**config.mk**
```make
export PLATFORM = sky130hd
export DESIGN_NAME = irq_prio_core
export DESIGN_NICKNAME = d
export VERILOG_FILES = /design/src/rtl/irq_prio_pkg.sv /design/src/rtl/irq_req_front.sv /design/src/rtl/irq_prio_pick.sv /design/src/rtl/irq_prio_core.sv
export SDC_FILE = /design/constraint.sdc
export NUM_CORES = 1
export LEC_CHECK = 0
export ABC_AREA = 1
export CAP_MARGIN = 20
export CELL_PAD_IN_SITES_DETAIL_PLACEMENT = 0
export CELL_PAD_IN_SITES_GLOBAL_PLACEMENT = 2
export CORE_MARGIN = 4
export CORE_UTILIZATION = 32
export CTS_BUF_LIST = sky130_fd_sc_hd__clkbuf_2
export DETAILED_ROUTE_END_ITERATION = 10
export HOLD_SLACK_MARGIN = 0.03
export PLACE_DENSITY_LB_ADDON = 0.1
export SLEW_MARGIN = 20
export SYNTH_ARGS = -nofsm -noshare
export SYNTH_HDL_FRONTEND = slang
export SYNTH_SLANG_ARGS = --single-unit
```
**constraint.sdc**
```tcl
create_clock -name clk -period 7.8 [get_ports clk]
set_input_delay 0.78 -clock clk [delete_from_list [all_inputs] [get_ports clk]]
set_output_delay 0.78 -clock clk [all_outputs]
set_load 0.03 [all_outputs]
```
**src/rtl/irq_prio_pkg.sv**
```systemverilog
package irq_prio_pkg;
  typedef enum logic [2:0] {
    CMD_NONE     = 3'd0,
    CMD_EOI_NS   = 3'd1,
    CMD_EOI_SPEC = 3'd2,
    CMD_ROT_NS   = 3'd3,
    CMD_ROT_SPEC = 3'd4,
    CMD_SET_PRIO = 3'd5
  } cmd_e;
endpackage

```
**src/rtl/irq_req_front.sv**
```systemverilog
module irq_req_front #(
  parameter int NLVL = 8,
  parameter int SYNC_STAGES = 2
) (
  input  logic            clk,
  input  logic            rst_n,
  input  logic [NLVL-1:0] irq_in,
  output logic [NLVL-1:0] lvl_o,
  output logic [NLVL-1:0] rise_o
);
  // per line: synchronizer chain plus one extra stage for transition detect
  for (genvar g = 0; g < NLVL; g++) begin : g_line
    logic [SYNC_STAGES:0] sh;
    always_ff @(posedge clk) begin
      if (!rst_n) sh <= '0;
      else        sh <= {sh[SYNC_STAGES-1:0], irq_in[g]};
    end
    assign lvl_o[g]  = sh[SYNC_STAGES-1];
    assign rise_o[g] = sh[SYNC_STAGES-1] & ~sh[SYNC_STAGES];
  end
endmodule

```
**src/rtl/irq_prio_pick.sv**
```systemverilog
module irq_prio_pick #(
  parameter int NLVL = 8,
  localparam int LW = $clog2(NLVL)
) (
  input  logic [NLVL-1:0] vec,
  input  logic [LW-1:0]   top,
  output logic            found,
  output logic [LW-1:0]   idx,
  output logic [LW-1:0]   rank
);
  // level sitting at urgency rank r when 'top' is most urgent
  function automatic logic [LW-1:0] lvl_at(input logic [LW-1:0] t, input int r);
    return t + LW'(r);
  endfunction

  always_comb begin
    found = 1'b0;
    idx   = '0;
    rank  = '0;
    for (int r = NLVL - 1; r >= 0; r--) begin
      if (vec[lvl_at(top, r)]) begin
        found = 1'b1;
        idx   = lvl_at(top, r);
        rank  = LW'(r);
      end
    end
  end
endmodule

```
**src/rtl/irq_prio_core.sv**
```systemverilog
module irq_prio_core
  import irq_prio_pkg::*;
#(
  parameter int NLVL = 8,
  parameter int SYNC_STAGES = 2,
  localparam int LW = $clog2(NLVL)
) (
  input  logic            clk,
  input  logic            rst_n,
  input  logic [NLVL-1:0] irq_in,
  input  logic            cfg_level,
  input  logic            cfg_smm,
  input  logic            cfg_aeoi,
  input  logic            cfg_rot_aeoi,
  input  logic            mask_we,
  input  logic [NLVL-1:0] mask_wdata,
  input  logic            cmd_valid,
  input  logic [2:0]      cmd_op,
  input  logic [LW-1:0]   cmd_lvl,
  input  logic            ack,
  output logic            int_o,
  output logic [LW-1:0]   ack_lvl,
  output logic            ack_valid,
  output logic [NLVL-1:0] irr_o,
  output logic [NLVL-1:0] isr_o,
  output logic [NLVL-1:0] imr_o
);
  localparam logic [LW-1:0] DEFAULT_LVL = LW'(NLVL - 1);

  function automatic logic [NLVL-1:0] onehot(input logic [LW-1:0] i);
    logic [NLVL-1:0] v;
    v    = '0;
    v[i] = 1'b1;
    return v;
  endfunction

  logic [NLVL-1:0] irr_q, isr_q, imr_q;
  logic [LW-1:0]   top_q;
  logic [LW-1:0]   ack_lvl_q;
  logic            ack_valid_q;

  logic [NLVL-1:0] req_lvl, req_rise;
  irq_req_front #(.NLVL(NLVL), .SYNC_STAGES(SYNC_STAGES)) u_front (
    .clk(clk), .rst_n(rst_n), .irq_in(irq_in), .lvl_o(req_lvl), .rise_o(req_rise)
  );

  // candidates and blocking in-service set
  logic [NLVL-1:0] cand_vec, blk_vec;
  assign cand_vec = irr_q & ~imr_q;
  assign blk_vec  = cfg_smm ? (isr_q & ~imr_q) : isr_q;

  logic            c_found, b_found;
  logic [LW-1:0]   c_idx, c_rank, b_idx, b_rank;
  irq_prio_pick #(.NLVL(NLVL)) u_pick_req (
    .vec(cand_vec), .top(top_q), .found(c_found), .idx(c_idx), .rank(c_rank)
  );
  irq_prio_pick #(.NLVL(NLVL)) u_pick_blk (
    .vec(blk_vec), .top(top_q), .found(b_found), .idx(b_idx), .rank(b_rank)
  );

  // named events
  logic            eligible, grant;
  logic [NLVL-1:0] grant_vec, isr_set, eoi_clr;
  logic            cmd_ns, cmd_sp, cmd_lvl_rot, cmd_ns_rot, aeoi_rot;
  cmd_e            op;

  assign eligible  = c_found && (!b_found || (c_rank < b_rank));
  assign grant     = ack && eligible;
  assign grant_vec = grant ? onehot(c_idx) : '0;
  assign isr_set   = (grant && !cfg_aeoi) ? onehot(c_idx) : '0;

  assign op          = cmd_e'(cmd_op);
  assign cmd_ns      = cmd_valid && (op == CMD_EOI_NS   || op == CMD_ROT_NS);
  assign cmd_sp      = cmd_valid && (op == CMD_EOI_SPEC || op == CMD_ROT_SPEC);
  assign cmd_lvl_rot = cmd_valid && (op == CMD_ROT_SPEC || op == CMD_SET_PRIO);
  assign cmd_ns_rot  = cmd_valid && (op == CMD_ROT_NS) && b_found;
  assign aeoi_rot    = grant && cfg_aeoi && cfg_rot_aeoi;
  assign eoi_clr     = ((cmd_ns && b_found) ? onehot(b_idx) : '0)
                     | (cmd_sp ? onehot(cmd_lvl) : '0);

  logic [NLVL-1:0] irr_d, isr_d;
  logic [LW-1:0]   top_d;

  always_comb begin
    if (cfg_level) irr_d = req_lvl & ~grant_vec;
    else           irr_d = req_lvl & (req_rise | (irr_q & ~grant_vec));
    isr_d = (isr_q & ~eoi_clr) | isr_set;
    if (cmd_lvl_rot)     top_d = cmd_lvl + LW'(1);
    else if (cmd_ns_rot) top_d = b_idx + LW'(1);
    else if (aeoi_rot)   top_d = c_idx + LW'(1);
    else                 top_d = top_q;
  end

  always_ff @(posedge clk) begin
    if (!rst_n) begin
      irr_q       <= '0;
      isr_q       <= '0;
      imr_q       <= '0;
      top_q       <= '0;
      ack_lvl_q   <= '0;
      ack_valid_q <= 1'b0;
    end else begin
      irr_q <= irr_d;
      isr_q <= isr_d;
      top_q <= top_d;
      if (mask_we) imr_q <= mask_wdata;
      if (ack) begin
        ack_lvl_q   <= grant ? c_idx : DEFAULT_LVL;
        ack_valid_q <= grant;
      end
    end
  end

  assign int_o     = eligible;
  assign ack_lvl   = ack_lvl_q;
  assign ack_valid = ack_valid_q;
  assign irr_o     = irr_q;
  assign isr_o     = isr_q;
  assign imr_o     = imr_q;
endmodule

```
==> flow_summary.yaml <==
logic_synthesis:
  synth_edf_count: 0
  syn_avg_cell_area_um2: 6.39
  ys_seq_area_share_pct: 29.2
  netlist-cell-type-count: 38
  yosys.area.top_type: "dfxtp_1"
  synth_seq_cells: 55
  yosysTopAreaCellShare_pct: 29.2
  post_synth_inst_count: 591
  syn_area_mm2: 0.00377
  synthesis.nets: 627
  synthFlopType: "dfxtp_1"
  synthArstFlopShare_pct: 0
  yosysWarnings: 0
  synth.area.top_cells: "dfxtp_1, nand3_1, nand2_1"
routing:
  ant_nets: 0
  dr.first_iter.drc_count: 215
  num_vias: 3945
  drc: 0
  wl_um: 12300
  vias_per_cell: 5.04
  drt-wirelength-per-cell_um: 15.7
  dr.pass1.iters: 5
clock_tree:
  cts-root-buf: "clkbuf_2"
  h-tree-depth: 2
  clkLatencyLatePin_ns: 0.47
  clk_pin_slew_ns: 0.32
  cts_resized: 0
  cts_tree: "done"
  numCtsBuffers: 5
  cts_sinks: 55
  clk_path_buf_depth: 2
  post_cts.repair.setup_buffers: 0
  cts-hold-fix-buffers: 0
critical_path:
  worstPathArrival_ns: 5.06
  cp-start-kind: "flop"
  cp_max_fo: 21
  end_kind: "primary output"
  cp_data_required_time_ns: 7.02
  crit_type: "reg -> out"
floorplan:
  rows: 39
  die_y_um: 117
  io_pins: 60
  dieArea_mm2: 0.0136
  die_w_um: 117
  core_mm2: 0.0115
  start_util_pct: 32.9
timing:
  tightest_slew_ns: 0.783
  max-slew-margin-rel_pct: 47.7
  skew_ns: 0.00795
  period_needed_ns: 5.84
  setup_tns_ns: 0
  setup-violations-final: 0
  period_share_pct: 74.9
  finalMaxSlewViolations: 0
  rsz0062_at_grt: "false"
  max_freq_ghz: 0.171
  finalHoldViolCount: 0
placement:
  hpwlAfterDp_um: 9910
  portBuffers: 59
  gp_congestion: 0.855
cells_and_area:
  layout-drive-gt1-share_pct: 10.8
  nets: 675
  area.growth.synth_to_final_pct: 18.4
  num_antenna_cells: 0
  nFillCells: 1268
global_routing:
  track_usage_pct: 18.5
  grt_pass1_wl_um: 19400
  grt_max_degree: 40
  grt-ovfl-total: 0
  grt_pass1_vias: 3799
  antenna_found_initial: 0
worst_hold_path:
  holdCritPathClass: "reg -> reg"
run_status:
  status: "finished, final reports clean"
flow_run:
  cap_violations: 0
==> sequential cells by signal, summed over array words and instances (netlist names) <==
name               count
u_front.g_line.sh     24
imr_o                  8
irr_o                  8
isr_o                  8
ack_lvl                3
top_q                  3
ack_valid              1
==> cell type report <==
cell class,count,area (um^2),area share [%]
Clock buffer,5,25.0,0.560
Clock inverter,3,33.8,0.756
Inverter,89,342,7.64
Multi-Input combinational cell,428,2190,49.0
Sequential cell,55,1100,24.6
Tap cell,143,179,4.00
Timing Repair Buffer,60,598,13.4
==> synth_stat cells (5+ instances only) <==
cell       n
nand2_2    5
nor2_1    48
o21ai_0   15
dfxtp_1   55
buf_2      5
inv_1     74
nand4_1   19
nand3_2   12
ha_1       5
nand2_1  134
a21oi_1   36
inv_2     12
or2_2     16
buf_6      5
nand3_1  107
==> stage by stage <==
step	setup WS [ns]	util (%)	instances	cell area (um^2)	hold slack, ns
floorplan	4.19	-	591	3770	0.390
global route	1.55	39.0	783	4470	0.453
CTS	1.96	39.0	783	4470	0.437
detailed placement	2.58	38.5	775	4410	0.403
finish	1.96	39.0	783	4470	0.436
global placement	2.64	38.5	775	4410	0.393
==> path summary, 6_finish.rpt <==
kind                                              start                       to  slack, ns  cells after the start
worst max-delay path                           top_q[0]                    int_o       1.96                     16
worst min-delay path            u_front.g_line[7].sh[0]  u_front.g_line[7].sh[1]       0.44                      2
worst max register to register                 top_q[0]               ack_lvl[0]       3.49                     18
worst min register to register  u_front.g_line[7].sh[0]  u_front.g_line[7].sh[1]       0.44                      2
==> cell usage in the layout, fill, tap and decap left out, types with 2 or more instances in the layout <==
cell,n
clkbuf_2,5
nor3_1,4
inv_2,12
o21ai_2,2
nand4_1,19
nor2_2,4
ha_1,5
nor2_4,3
nand3_1,107
or2_1,2
nor2_1,48
clkdlybuf4s50_1,59
o21ai_1,3
or2_2,16
o211ai_1,4
o21bai_1,2
o21ai_0,15
nand3_2,12
a21oi_1,36
nand2_1,134
nand2_2,5
inv_1,74
dfxtp_1,55
inv_6,2
==> worst max-delay path, cell delays in order (launching register included) <==
cell and delay [ns]:
dfxtp_1 0.91, inv_6 0.20, ha_1 0.55, inv_1 0.38, nand3_1 0.17, nand3_1 0.13
nand2_1 0.14, nor2_1 0.16, inv_1 0.07, nor3_1 0.19, ha_1 0.27, a21oi_1 0.16
nand2_1 0.11, nand2_2 0.21, nand2_1 0.15, inv_1 0.10, clkdlybuf4s50_1 0.67
==> cells by family after synthesis <==
| kind of cell | after synthesis | share of synthesized area (%) |
|---|---|---|
| buf+inv | 108 | 12.8 |
| fa+ha+maj | 5 | 1.66 |
| flops | 55 | 29.2 |
| compound gates | 64 | 9.21 |
| simple gates | 355 | 45.1 |
| xor+xnor | 4 | 2.12 |
==> routing by layer <==
layer | part of all wire, % | GRT usage, % | vias to the layer above
met5 | 0 | 0 | -
met4 | 2.1 | 5.12 | 0
met3 | 3.5 | 2.54 | 20
met2 | 50 | 33.3 | 103
met1 | 44 | 23.1 | 1805
li1 | - | - | 2017
Power is not shown: default switching activity piles up to over one toggle a cycle in this logic, so the estimate is an artifact.
